[src/rtl/byte_divider.sv]
module byte_divider #(
  parameter int W   = 8,
  parameter int BPS = 2
) (
  input  logic         clk,
  input  logic         rst_n,
  input  logic         start,
  input  logic [W-1:0] dividend,
  input  logic [W-1:0] divisor,
  output logic         busy,
  output logic         done,
  output logic [W-1:0] quot,
  output logic [W-1:0] rem,
  output logic         cy_flag,
  output logic         ov_flag
);
  localparam int STEPS = W / BPS;
  localparam int SW    = (STEPS > 1) ? $clog2(STEPS) : 1;

  logic          busy_q, done_q, ov_q;
  logic [SW-1:0] step_q;
  logic [W-1:0]  acc_q, dsr_q, quot_q, rem_q;
  logic [W:0]    part_q;
  logic [W-1:0]  nxt_acc;
  logic [W:0]    nxt_part;

  wire last_step = (step_q == SW'(STEPS - 1));
  wire dsr_zero  = (dsr_q == '0);

  always_comb begin
    logic [W:0]   r;
    logic [W-1:0] q;
    r = part_q;
    q = acc_q;
    for (int i = 0; i < BPS; i++) begin
      r = {r[W-1:0], q[W-1]};
      q = {q[W-2:0], 1'b0};
      if (r >= {1'b0, dsr_q}) begin
        r    = r - {1'b0, dsr_q};
        q[0] = 1'b1;
      end
    end
    nxt_part = r;
    nxt_acc  = q;
  end

  always_ff @(posedge clk or negedge rst_n) begin
    if (!rst_n) begin
      busy_q <= 1'b0;
      done_q <= 1'b0;
      ov_q   <= 1'b0;
      step_q <= '0;
      acc_q  <= '0;
      dsr_q  <= '0;
      part_q <= '0;
      quot_q <= '0;
      rem_q  <= '0;
    end else begin
      done_q <= 1'b0;
      if (start && !busy_q) begin
        busy_q <= 1'b1;
        step_q <= '0;
        acc_q  <= dividend;
        dsr_q  <= divisor;
        part_q <= '0;
      end else if (busy_q) begin
        acc_q  <= nxt_acc;
        part_q <= nxt_part;
        step_q <= step_q + 1'b1;
        if (last_step) begin
          busy_q <= 1'b0;
          done_q <= 1'b1;
          ov_q   <= dsr_zero;
          quot_q <= dsr_zero ? '1 : nxt_acc;
          rem_q  <= dsr_zero ? '1 : nxt_part[W-1:0];
        end
      end
    end
  end

  assign busy    = busy_q;
  assign done    = done_q;
  assign quot    = quot_q;
  assign rem     = rem_q;
  assign ov_flag = ov_q;
  assign cy_flag = 1'b0;

  AST_BUSY_ON_START: assert property (@(posedge clk) disable iff (!rst_n) start && !busy |=> busy);
  AST_DONE_IDLE:     assert property (@(posedge clk) disable iff (!rst_n) done |-> !busy);
  AST_DONE_PULSE:    assert property (@(posedge clk) disable iff (!rst_n) done |=> !done);
  AST_DONE_FROM_BUSY: assert property (@(posedge clk) disable iff (!rst_n) $rose(done) |-> $past(busy));
  AST_RESTART_IGNORED: assert property (@(posedge clk) disable iff (!rst_n) busy && !last_step |=> busy && $stable(dsr_q));
  AST_REM_BOUND:     assert property (@(posedge clk) disable iff (!rst_n) done && !ov_flag |-> rem < dsr_q);
  AST_ZERO_RESULT:   assert property (@(posedge clk) disable iff (!rst_n) done && ov_flag |-> quot == '1 && rem == '1);
  AST_RESULT_HOLD:   assert property (@(posedge clk) disable iff (!rst_n) !done |=> done || ($stable(quot) && $stable(rem) && $stable(ov_flag)));
endmodule

[config.mk]
export PLATFORM = sky130hd
export DESIGN_NAME = byte_divider
export DESIGN_NICKNAME = d
export VERILOG_FILES = /design/src/rtl/byte_divider.sv
export SDC_FILE = /design/constraint.sdc
export NUM_CORES = 1
export LEC_CHECK = 0
export CAP_MARGIN = 0
export CORE_ASPECT_RATIO = 1.75
export CORE_UTILIZATION = 49
export DETAILED_ROUTE_END_ITERATION = 8
export HOLD_SLACK_MARGIN = 0.02
export PLACE_DENSITY_LB_ADDON = 0.1
export SYNTH_ARGS = -nofsm -noshare
export SYNTH_HDL_FRONTEND = slang
export SYNTH_SLANG_ARGS = --single-unit
[constraint.sdc]
create_clock -name clk -period 5 [get_ports clk]
set_input_delay 1.25 -clock clk [delete_from_list [all_inputs] [get_ports clk]]
set_output_delay 1.25 -clock clk [all_outputs]
set_load 0.02 [all_outputs]
## Word-level counts from Yosys, hierarchy flattened

Index checks and enable logic that the tools add are counted.

| storage, ports and cells | value |
|---|---|
| bits in registers | 45 |
| bits in latches | 0 |
| RAM bits | 0 |
| memory bits (read-only) | 0 |
| input bits | 19 |
| output and inout bits | 20 |
| word-level logic and storage cells | 39 |
| memories | 0 |

| operators by class | value |
|---|---|
| $add $sub $neg | 3 |
| multipliers | 0 |
| divide/modulo/power cells | 0 |
| magnitude comparators | 2 |
| equal/unequal tests | 1 |
| shifts and indexed selects | 0 |
| muxes and demuxes | 18 |
| bitwise gates (word level) | 1 |
| reduce and logical (&&, ||, !) cells | 5 |

Operators by type and width:

| operator | number |
|---|---|
| 2-to-1 mux 8 bit | 8 |
| >= comparator 9 x 8 -> 1 bit | 2 |
| subtractor 8 bit | 2 |
| logical NOT 8 bit | 1 |
| 2-to-1 mux 1 bit | 8 |
| 2-to-1 mux 2 bit | 2 |
| AND reduction 3 bit | 1 |
| adder 2 x 1 -> 2 bit, second input constant | 1 |
| equality test 2 bit, second input constant | 1 |
| nonzero test 2 bit | 1 |
| logical AND 1 bit | 1 |
| logical NOT 1 bit | 1 |
| inverter 1 bit | 1 |

## Depth between registers and ports, before layout

| depth | value |
|---|---|
| depth in word-level cells | 6 |
| gate-level depth with buffers | 19 |
| depth with buffers taken out | 16 |

## Worst setup path after synthesis

OpenSTA, ideal clock, no wires.

| path | value |
|---|---|
| kind | reg-to-reg |
| start | register dsr_q[7] |
| end | register part_q[4] |
| arrival time | 3,716 ps |
| data required time | 4,879 ps |
| slack | 1,163 ps |
| stages on the path, launching flop included | 19 |
| buffers on the path | 2 |
| clock period less this slack | 3,837 ps |
| cell sequence | dfrtp_1 -> inv_1 -> ha_1 -> a211oi_1 -> o211ai_1 -> a21oi_4 -> buf_2 -> nor2_1 -> a21oi_1 -> inv_1 -> ha_1 -> nand2_1 -> o21ai_0 -> a211oi_1 -> o21ai_0 -> a211oi_2 -> buf_6 -> mux2_4 -> a22o_1 |

| between the ends | value |
|---|---|
| longest elaborated chain between the ends | 6 |
| elaborated cells on any way between the ends | 8 |

Ends and longest elaborated chain:

| item | RTL line | text |
|---|---|---|
| start: declaration | 22 | `logic [W-1:0] acc_q, dsr_q, quot_q, rem_q;` |
| start signal: assignment | 64 | `dsr_q <= divisor;` |
| >= comparator 9 x 8 -> 1 bit / subtractor 8 bit (equally long branches) | 38, 39 |  |
| 2-to-1 mux 8 bit | 38 | `if (r >= {1'b0, dsr_q}) begin` |
| subtractor 8 bit / >= comparator 9 x 8 -> 1 bit (equally long branches) | 39, 38 |  |
| 2-to-1 mux 8 bit (*) | 38 |  |
| 2-to-1 mux 8 bit (*) | 66 | `end else if (busy_q) begin` |
| 2-to-1 mux 8 bit (*) | 60 | `if (start && !busy_q) begin` |
| end signal: assignment | 68 | `part_q <= nxt_part;` |
| end: declaration | 23 | `logic [W:0] part_q;` |

Every way passes the cells marked *; elsewhere a longest branch is shown, timed or not. The select of a mux whose other input is x is not followed.
A chain may end at the register's enable or synchronous reset.

## Final worst setup path

| path | value |
|---|---|
| start | register dsr_q[7] |
| end | register part_q[3] |

The elaborated chain is that of the path after synthesis.

==> out/metrics.csv <==
metric;value;unit
outcome;complete, no violations;
FMAX;0.222;GHz
Vias;2017;
Routed Antenna Nets;0;
CTS Hold Bufs;0;
asr flop ratio synth;100;%
Most used DFF post-synth;dfrtp_1;
syn_area_per_cell;10.1;sq um
FP Rows;34;
Synth Net Count;297;
Synth Register Bits;45;
Worst Setup EP;part_q[3]$_DFFE_PN0P_;
number of port buffers;37;
crit end category;register;
Final Hold Viols;0;
# IOs;39;
Reg clk slew, reported paths;80;ps
Slew HR;34.6;%
Worst-Skew Late Latency;290;ps
Slowest-stage cell, CP;a21oi_4;
Max Cap Viol;0;
Area Growth Syn to Fin;19.3;%
fin. max-slew vios;0;
final setup vio count;0;
Starting DRT DRC Count;85;
commonest cells in the synthesized netlist;dfrtp_1 (45), o21ai_0 (27), nand2_1 (23);
Placed Area;3020;sq um
antenna violations before repair;0;
post-CTS setup buffers;0;
fin nets;331;
Die W;57.4;um
Num Clock Sinks;45;
Post-CTS Resized;0;
total congestion overflow;0;
CP max stage delay;410;ps
HP Class;register to register;
crit path DAT;4680;ps
largest cells by area after synthesis;dfrtp_1 (43%), ha_1 (8.1%), o21ai_0 (5.1%);
Post-Syn Instances;259;
number of flops mapped to enable cells by yosys;0;
DRC viols;0;
Root Driver;clkbuf_8;
global-route wire length before repair;10.0;mm
design area;3140;sq um
register area share after synthesis;42.8;%
CTS Buf Count;5;
DP Worst Slack;524;ps
critical path depth;15;
CP delay by family, top;compound AO/OA/AOI/OAI gates;
CTS max path bufs;2;
CP Data Required Time;5180;ps
Crit Path Class;register to register;
startpoint types;register;
Synth area leader;dfrtp_1;
CP Max Fanout;16;
CP cell instances;inv_1 -> ha_1 -> a211oi_1 -> o211ai_1 -> a21oi_4 -> mux2_2 -> ha_1 -> a21oi_1 -> o21ai_0 -> a211oi_1 -> o21ai_0 -> a211oi_2 -> buf_4 -> mux2_2 -> a22o_1;
n_diodes;0;
reg2reg setup slack;500;ps
Final Cycle Share;90.0;%
CTS tree;built;
area of the mapped netlist;2630;sq um
GPL Wtd Cong;0.902;
Die Y;98.9;um
post-DP HPWL;4.45;mm
post-layout minimum cycle time;4500;ps
largest net degree at the start of global routing;46;
Worst-Margin Slew;981;ps
ratio of cells with drive above 1 in the final layout;8.16;%
Total GRT Usage;23.1;%
vias in the first global route;2110;
Synthesis Warnings;0;
Vias/cell;5.80;
Setup crit start;dsr_q[7]$_DFFE_PN0P_;
wirelength, routed;5.93;mm
Starting Density;51.9;%
skew final;4.78;ps
post-DR wirelength/cell;17.0;um
setup TNS;0;ps
reg2reg end;part_q[3]$_DFFE_PN0P_;
Core ar.;5060;sq um
most frequent cell after synthesis;dfrtp_1;
area of the die;5670;sq um
RSZ-0062 raised after global routing;false;
worst setup margin;498;ps
Worst Reg-to-Reg Cells;15;
crit path buf inv count;2;
worst r2r src;dsr_q[7]$_DFFE_PN0P_;
H-tree levels;2;
post-synth top area share;42.8;%
DR pass1 iterations;4;
post-synth cell types;38;
kinds of logic after synthesis:
kind of cell	synth area share (%)
other	0.143
multiplexers	8.09
XOR/XNOR	3.00
flip-flops	42.8
adder cells (fa/ha/maj)	9.61
AO/OA/AOI/OAI	21.4
AND/OR/NAND/NOR	10.5
buffers and inverters	4.47
per-layer routing:
layer,GRT usage [%],up-vias,part of all wire (%),wire (um)
li1,-,994,-,-
met1,28.0,978,42,2510
met2,40.3,35,52,3100
met3,3.28,10,2.5,151
met4,9.19,0,2.7,161
met5,0,-,0,0
state kept, by name, summed over array words and instances (netlist names):
register and flops:
part_q 8, done 1, rem 8, acc_q 8, busy 1, ov_flag 1, dsr_q 8, step_q 2
quot 8
worst min-delay path by stage:
stage                     startpoint  depth (start not counted)                    end  slack (ps)
2_1_floorplan  step_q[1]$_DFFE_PN0P_                          1  step_q[1]$_DFFE_PN0P_         470
3_3_place_gp   step_q[1]$_DFFE_PN0P_                          1  step_q[1]$_DFFE_PN0P_         480
3_5_place_dp   step_q[1]$_DFFE_PN0P_                          1  step_q[1]$_DFFE_PN0P_         490
4_1_cts        step_q[1]$_DFFE_PN0P_                          1  step_q[1]$_DFFE_PN0P_         510
5_1_grt        step_q[1]$_DFFE_PN0P_                          1  step_q[1]$_DFFE_PN0P_         520
6_report       step_q[1]$_DFFE_PN0P_                          1  step_q[1]$_DFFE_PN0P_         500
layout by cell type, fill, tap and decap left out, types with 3 or more instances in the layout:
cell type and instances:
dfrtp_1 45, clkdlybuf4s50_1 36, o21ai_0 27, nand2_1 23, nor2_1 18, ha_1 17, inv_1 14, o22a_1 13
a21oi_1 12, mux2i_1 10, a211oi_1 8, a22o_1 8, mux2_2 6, xnor2_1 6, clkbuf_8 6, nor2b_1 4
nand2b_1 4, nand3_1 3, a21o_1 3, xor2_1 3, mux2_4 3, buf_4 3
layout make-up:
cell class	count	area (sq um)
Timing Repair Buffer	40	388
Clock inverter	1	30.0
Multi-Input combinational cell	187	1390
Tap cell	54	67.6
Sequential cell	45	1130
Clock buffer	7	86.3
Fill cell	422	1930
Inverter	14	52.6
metrics by stage:
stage | cells | utilization (%) | hold WS, ps
2_1_floorplan | 259 | - | 467
3_3_place_gp | 340 | 59.6 | 484
3_5_place_dp | 340 | 59.6 | 486
4_1_cts | 348 | 61.9 | 509
5_1_grt | 348 | 61.9 | 524
6_report | 348 | 61.9 | 505
Power is left out: the tool's default activity adds up to more than one toggle a clock period on the data nets, which glitch-free logic cannot reach.
